### config.mk
export PLATFORM = sky130hd
export DESIGN_NAME = bcd_calendar_core
export DESIGN_NICKNAME = d
export VERILOG_FILES = /design/src/rtl/cal_pkg.sv /design/src/rtl/cal_prescaler.sv /design/src/rtl/cal_month_len.sv /design/src/rtl/bcd_calendar_core.sv
export SDC_FILE = /design/constraint.sdc
export NUM_CORES = 1
export LEC_CHECK = 0
export BUFFER_PORTS_ARGS = -buffer_cell sky130_fd_sc_hd__buf_2
export CAP_MARGIN = 20
export CORE_MARGIN = 2
export CORE_UTILIZATION = 51
export CTS_CLUSTER_SIZE = 40
export DETAILED_ROUTE_END_ITERATION = 7
export GPL_TIMING_DRIVEN = 0
export PLACE_DENSITY = 0.69
export SLEW_MARGIN = 20
export SYNTH_ARGS = -nofsm -noshare
export SYNTH_HDL_FRONTEND = slang
export SYNTH_SLANG_ARGS = --single-unit
### constraint.sdc
create_clock -name clk -period 7.2 [get_ports clk]
set_input_delay 1.44 -clock clk [delete_from_list [all_inputs] [get_ports clk]]
set_output_delay 1.44 -clock clk [all_outputs]
set_load 0.01 [all_outputs]
### src/rtl/cal_pkg.sv
package cal_pkg;

    localparam logic [7:0] ADR_CTRL = 8'h00;
    localparam logic [7:0] ADR_SEC  = 8'h02;
    localparam logic [7:0] ADR_MIN  = 8'h03;
    localparam logic [7:0] ADR_HOUR = 8'h04;
    localparam logic [7:0] ADR_DAY  = 8'h05;
    localparam logic [7:0] ADR_WDAY = 8'h06;
    localparam logic [7:0] ADR_MON  = 8'h07;
    localparam logic [7:0] ADR_YEAR = 8'h08;

    localparam int STOP_BIT = 5;

    typedef struct packed {
        logic       stop;
        logic       bad;
        logic [6:0] sec;
        logic [6:0] min;
        logic [5:0] hour;
        logic [5:0] day;
        logic [2:0] wday;
        logic       cent;
        logic [4:0] mon;
        logic [7:0] year;
    } cal_state_t;

    function automatic logic [7:0] bcd_inc(input logic [7:0] v);
        if (v[3:0] >= 4'd9)
            return {v[7:4] + 4'd1, 4'd0};
        else
            return v + 8'd1;
    endfunction

endpackage

### src/rtl/cal_prescaler.sv
module cal_prescaler #(
    parameter int PRESCALE = 32768
) (
    input  logic clk,
    input  logic rst_n,
    input  logic ref_en,
    input  logic hold,
    output logic tick
);
    localparam int CNT_W = $clog2(PRESCALE + 1);
    localparam logic [CNT_W-1:0] LIM = CNT_W'(PRESCALE - 1);

    logic [CNT_W-1:0] cnt_d, cnt_q;

    always_comb begin
        tick  = !hold && ref_en && (cnt_q == LIM);
        cnt_d = cnt_q;
        if (hold)
            cnt_d = '0;
        else if (ref_en)
            cnt_d = (cnt_q == LIM) ? '0 : cnt_q + 1'b1;
    end

    always_ff @(posedge clk or negedge rst_n) begin
        if (!rst_n) cnt_q <= '0;
        else        cnt_q <= cnt_d;
    end

    AST_HOLD_NO_TICK: assert property (@(posedge clk) disable iff (!rst_n)
        hold |-> !tick);
    AST_HOLD_CLEARS: assert property (@(posedge clk) disable iff (!rst_n)
        hold |=> (cnt_q == '0));
endmodule

### src/rtl/cal_month_len.sv
module cal_month_len (
    input  logic [4:0] mon,
    input  logic [7:0] year,
    output logic [5:0] last_day
);
    logic [7:0] year_bin;
    logic       leap;
    logic       short_month;

    always_comb begin
        year_bin    = ({4'd0, year[7:4]} * 8'd10) + {4'd0, year[3:0]};
        leap        = (year_bin[1:0] == 2'b00);
        short_month = (mon == 5'h04) || (mon == 5'h06) ||
                      (mon == 5'h09) || (mon == 5'h11);
        if (mon == 5'h02)
            last_day = leap ? 6'h29 : 6'h28;
        else if (short_month)
            last_day = 6'h30;
        else
            last_day = 6'h31;
    end
endmodule

### src/rtl/bcd_calendar_core.sv
module bcd_calendar_core
    import cal_pkg::*;
#(
    parameter int PRESCALE = 32768,
    parameter int ADDR_W   = 4
) (
    input  logic              clk,
    input  logic              rst_n,
    input  logic              ref_en,
    input  logic              wr_en,
    input  logic [ADDR_W-1:0] wr_addr,
    input  logic [7:0]        wr_data,
    input  logic [ADDR_W-1:0] rd_addr,
    output logic [7:0]        rd_data
);
    cal_state_t st_d, st_q;
    logic       tick;
    logic       adv;
    logic [5:0] last_day;
    logic       c_sec, c_min, c_hour, c_day, c_mon, c_year;

    cal_prescaler #(.PRESCALE(PRESCALE)) u_pre (
        .clk    (clk),
        .rst_n  (rst_n),
        .ref_en (ref_en),
        .hold   (st_q.stop),
        .tick   (tick)
    );

    cal_month_len u_mlen (
        .mon      (st_q.mon),
        .year     (st_q.year),
        .last_day (last_day)
    );

    always_comb begin
        st_d   = st_q;
        adv    = tick && !wr_en;
        c_sec  = st_q.sec  >= 7'h59;
        c_min  = st_q.min  >= 7'h59;
        c_hour = st_q.hour >= 6'h23;
        c_day  = st_q.day  >= last_day;
        c_mon  = st_q.mon  >= 5'h12;
        c_year = st_q.year >= 8'h99;

        if (adv) begin
            st_d.sec = c_sec ? 7'h00 : 7'(bcd_inc({1'b0, st_q.sec}));
            if (c_sec) begin
                st_d.min = c_min ? 7'h00 : 7'(bcd_inc({1'b0, st_q.min}));
                if (c_min) begin
                    st_d.hour = c_hour ? 6'h00 : 6'(bcd_inc({2'b0, st_q.hour}));
                    if (c_hour) begin
                        st_d.wday = (st_q.wday >= 3'd6) ? 3'd0 : st_q.wday + 3'd1;
                        st_d.day  = c_day ? 6'h01 : 6'(bcd_inc({2'b0, st_q.day}));
                        if (c_day) begin
                            st_d.mon = c_mon ? 5'h01 : 5'(bcd_inc({3'b0, st_q.mon}));
                            if (c_mon) begin
                                st_d.year = c_year ? 8'h00 : bcd_inc(st_q.year);
                                if (c_year)
                                    st_d.cent = !st_q.cent;
                            end
                        end
                    end
                end
            end
        end

        if (wr_en) begin
            case (8'(wr_addr))
                ADR_CTRL: st_d.stop = wr_data[STOP_BIT];
                ADR_SEC:  begin st_d.sec = wr_data[6:0]; st_d.bad = 1'b0; end
                ADR_MIN:  st_d.min  = wr_data[6:0];
                ADR_HOUR: st_d.hour = wr_data[5:0];
                ADR_DAY:  st_d.day  = wr_data[5:0];
                ADR_WDAY: st_d.wday = wr_data[2:0];
                ADR_MON:  begin st_d.mon = wr_data[4:0]; st_d.cent = wr_data[7]; end
                ADR_YEAR: st_d.year = wr_data;
                default:  ;
            endcase
        end
    end

    always_ff @(posedge clk or negedge rst_n) begin
        if (!rst_n) begin
            st_q      <= '0;
            st_q.bad  <= 1'b1;
            st_q.day  <= 6'h01;
            st_q.mon  <= 5'h01;
        end else begin
            st_q <= st_d;
        end
    end

    always_comb begin
        case (8'(rd_addr))
            ADR_CTRL: rd_data = 8'(st_q.stop) << STOP_BIT;
            ADR_SEC:  rd_data = {st_q.bad, st_q.sec};
            ADR_MIN:  rd_data = {1'b0, st_q.min};
            ADR_HOUR: rd_data = {2'b0, st_q.hour};
            ADR_DAY:  rd_data = {2'b0, st_q.day};
            ADR_WDAY: rd_data = {5'b0, st_q.wday};
            ADR_MON:  rd_data = {st_q.cent, 2'b0, st_q.mon};
            ADR_YEAR: rd_data = st_q.year;
            default:  rd_data = 8'h00;
        endcase
    end

    AST_BAD_STICKY: assert property (@(posedge clk) disable iff (!rst_n)
        !$rose(st_q.bad));
    AST_STOP_FREEZE: assert property (@(posedge clk) disable iff (!rst_n)
        (st_q.stop && !wr_en) |=> $stable({st_q.sec, st_q.min, st_q.hour, st_q.day,
                                            st_q.wday, st_q.mon, st_q.year, st_q.cent}));
    AST_SEC_WRAP: assert property (@(posedge clk) disable iff (!rst_n)
        (tick && !wr_en && st_q.sec == 7'h59) |=> (st_q.sec == 7'h00));
    AST_MIN_NEEDS_CARRY: assert property (@(posedge clk) disable iff (!rst_n)
        (!$stable(st_q.min) && !$past(wr_en)) |-> ($past(st_q.sec) == 7'h59));
    AST_CENT_ON_YEAR_WRAP: assert property (@(posedge clk) disable iff (!rst_n)
        (!$stable(st_q.cent) && !$past(wr_en)) |-> ($past(st_q.year) == 8'h99));
endmodule

# After elaboration in Yosys (flattened, before gate mapping)
# Index checks and enable logic that the tools add are counted.
# totals
ff_bits,61
inputBits,20
output_inout_bits,8
wordCells,111
# classes
add_sub_neg,15
mul,1
magnitude_cmp,13
n_eq_ne,20
mux,36
reduce_logical,15
# op_table
operator,n
$mux 43,2
$pmux 8 s8,1
$mux 16,3
$mux 6,8
$mux 7,6
$mux 36,1
$eq 4x3->1 const B,8
$mux 8,4
$mux 29,1
$ge 4x4->1 const B,6
$mux 23,1
$add 16x1->16 const B,1
$eq 16x15->1 const B,1
$eq 4x2->1 const B,4
$add 7x1->7 const B,2
$ge 7x7->1 const B,2
$mux 14,1
$add 6x1->6 const B,2
$eq 5x3->1 const B,2
$mux 5,2
$add 3x1->3 const B,3
$add 8x1->8 const B,1
$eq 4x4->1 const B,2
$ge 8x8->1 const B,1
22 further kinds,35

# Depth between registers and ports, before layout
# logic_depth
ltp_word,14
ltp_mapped,14

# Hierarchy
# A second synthesis with hierarchy kept.
# unflattened
hier_cells,560
hier_area_um2,4759.6
# modules_own_cells
mod,instances,cells_per_inst,area_each_um2,seq_area_each_um2
bcd_calendar_core,1,447,3749.8,1129.8
cal_prescaler,1,98,914.6,400.4
cal_month_len,1,15,95.1,0.0

# Worst setup path after synthesis
# Ideal clock, no wire load.
# synth_timing
path_kind,in2out
from,input rd_addr[0]
to,output rd_data[2]
t_arrival_ps,2544
setup_slack_ps,3216
path_stages,5
path_buffers,2
cell_sequence,clkbuf_1 > clkbuf_1 > o21ai_0 > a222oi_1 > o21ai_0
# synth_between
elab_chain_len,2
elab_cells_between_ends,9
# synth_lines
item,line,source
"start, declared",bcd_calendar_core.sv:13,"input logic [ADDR_W-1:0] rd_addr,"
$eq 4x4->1 (tied with other cells),bcd_calendar_core.sv:95,case (8'(rd_addr))
$pmux 8 s8 (*),bcd_calendar_core.sv:95,
"end, declared",bcd_calendar_core.sv:14,output logic [7:0] rd_data
# Mark *: on every way between the ends. The rest lies on a longest branch, timed or not.

# Worst setup path after layout
# Same ends and word-level chain as after synthesis.

==> impl_metrics.yaml <==
synthesis:
  synth_fp_nets: 612
  netlist_area_um2: 4710
  yosys.area.top_type: "dfrtp_1"
  syn_area_per_cell_um2: 8.41
  synth_top_area_share_pct: 30.8
  synth.distinct_cells: 81
  synth.area.top_cells: "dfrtp_1 31%, ha_1 8.5%, o21ai_0 6.5%"
  yosysSeqAreaShare_pct: 32.5
  synthArstFlopShare_pct: 100
  ys.flop_type: "dfrtp_1"
  synth_cells: 560
  synth-seq-cells: 61
  synth-edff-count: 0
  yosys_warnings: 0
final_layout:
  areaGrowthSynthToFinish_pct: 10.4
  fin_util_pct: 57.1
  nNetsFinal: 651
  layout.cells.most_common_list: "65 x nand2_1, 61 x o21ai_0, 58 x dfrtp_1, 54 x nor2_1, 32 x ha_1"
  fill_cells: 855
  antenna_cells: 0
  drive_gt1_share_pct: 13.4
  final_common_cell: "nand2_1"
drt:
  drc: 0
  drt_iter0_markers: 389
  ant_nets: 0
  wl_per_cell_um: 18.8
  vias: 4544
  dr.pass1.iters: 7
  totalWireLength_um: 13400
  post_drt_via_cell_ratio: 6.36
place:
  io_buffers: 27
  hpwl_um: 10100
  gp_congestion: 0.954
  dp_worst_setup_slack_ns: 2.66
run:
  drv_cap: 0
timing:
  rsz0062_at_grt: "false"
  finalCritPeriodShare_pct: 63.8
  setup_slack_ns: 2.61
  setup_viol: 0
  max_slew_margin_pct: 29.9
  hold_violations: 0
  clock_skew_ns: 0.0105
  min_period_ns: 4.59
  maxSlewViolCount: 0
  fmax_mhz: 218
  setup-tns-final_ns: 0
  worst_pin_slew_ns: 1.04
cts:
  cts_made_buffers: 9
  clockBufferDepth: 2
  cts_sinks: 61
  insertion_delay_ns: 0.35
  ctsRootBufferMaster: "clkbuf_8"
  cts_resized: 0
  cts_hold_buf: 0
  h-tree-depth: 3
  cts_tree: "yes"
  post-cts-setup-buffers: 0
  clk_pin_slew_worst_paths_ns: 0.07
die:
  ios: 28
  rows: 35
  dieArea_um2: 10000
  die_w_um: 100
  core_um2: 9110
  initial_core_util_pct: 51.7
  fp.dieH_um: 100
worst_setup_path:
  worstPathMaxFanout: 10
  crit_type: "in -> out"
  cp.arrival_ns: 3.15
  setup.worst_path.start_class: "input port"
  cp-end-kind: "output port"
  required_ns: 5.76
global_route:
  grt.total_usage_pct: 27.6
  grt_max_degree: 37
  grt_pass1_vias: 4111
  antenna_found_initial: 0
  grt_pass1_wl_um: 21300
  grt-ovfl-total: 0
power_and_ir_drop:
  leakage_nw: 2.19
  ir_drop_uv: 132
  power_density_nw_per_um2: 230
worst_hold_path:
  hold_class: "reg -> reg"
run_status:
  outcome: "completed"
==> kinds of logic after synthesis <==
kind of cell	count (synthesis)	synth area share, %
and+or+nand+nor	215	23.9
AOI/OAI and AO/OA	180	25.3
DFF	61	32.5
buffers and inverters	51	5.37
adders and majority gates	32	8.50
muxes	13	2.95
xor gates and xnor gates	8	1.49
==> final cells by class <==
cell class	instances	area [µm²]	share of cell area, %
multi-input cells	448	2930	56.3
repair buffers	28	158	3.03
flip-flops and latches	61	1530	29.4
inverters	30	113	2.17
well taps	111	139	2.67
clock buffers	12	145	2.79
plain buffers	21	140	2.70
clock inverters	4	47.5	0.915
==> where the power goes <==
part	internal, W	switching [W]	total, W
logic	0.000166	0.000224	0.000390
clock network	0.000168	0.000141	0.000309
registers	0.000401	0.0000927	0.000494
==> routing by layer <==
metal	up-vias	global-route usage, %	share of wire, %
met2	189	42.7	46
met4	0	11.4	2.7
met1	2169	39.1	44
met3	32	3.90	7.4
met5	-	0	0
li1	2154	-	-
==> critical path: stages <==
cell,delay (ns)
buf_2,0.09
clkbuf_1,0.33
clkbuf_1,0.40
o21ai_0,0.17
a222oi_1,0.33
o21ai_0,0.20
buf_2,0.18
==> worst paths after layout <==
path	from	slack, ns	end	cells after the start
min	st_q[43]	0.49	st_q[43]	1
max reg2reg	st_q[11]	3.17	st_q[9]	12
min in group asynchronous	rst_n	1.00	st_q[15]	1
max in group asynchronous	rst_n	5.68	u_pre.cnt_q[0]	2
max	rd_addr[0]	2.61	rd_data[2]	7
min reg2reg	st_q[43]	0.49	st_q[43]	1
==> cells in the mapped netlist (all sizes together), types with 3 or more instances <==
| cell | instances |
|---|---|
| o31a | 7 |
| a22o | 8 |
| xor2 | 6 |
| nand4b | 3 |
| nor2 | 55 |
| mux2 | 7 |
| nor4 | 9 |
| nand3 | 21 |
| a21boi | 3 |
| nor2b | 7 |
| o31ai | 15 |
| inv | 30 |
| ha | 32 |
| a21oi | 27 |
| o21ai | 64 |
| and2 | 3 |
| nor3 | 11 |
| or4b | 3 |
| a22oi | 8 |
| a32oi | 4 |
| nand2 | 67 |
| nand2b | 6 |
| a2111oi | 3 |
| dfrtp | 58 |
| a21o | 4 |
| and3 | 8 |
| o22ai | 4 |
| dfstp | 3 |
| clkbuf | 16 |
| a31oi | 11 |
| nor3b | 3 |
| nand4 | 7 |
| mux2i | 6 |
==> through the flow <==
| step | cells | hold slack [ns] | area, µm² | power (W) |
|---|---|---|---|---|
| after CTS | 715 | 0.488 | 5200 | 0.00119 |
| after detailed placement | 699 | 0.476 | 5000 | 0.000880 |
| final | 715 | 0.485 | 5200 | 0.00119 |
| after floorplan | 560 | 0.466 | 4710 | 0.000752 |
| after global routing | 715 | 0.495 | 5200 | 0.00127 |
| after global placement | 698 | 0.475 | 4980 | 0.000865 |
==> registers in the layout, summed over array words and instances, names as in the netlist <==
register,count
st_q,45
u_pre.cnt_q,16
Note: power is estimated with default switching activity, not from simulation.
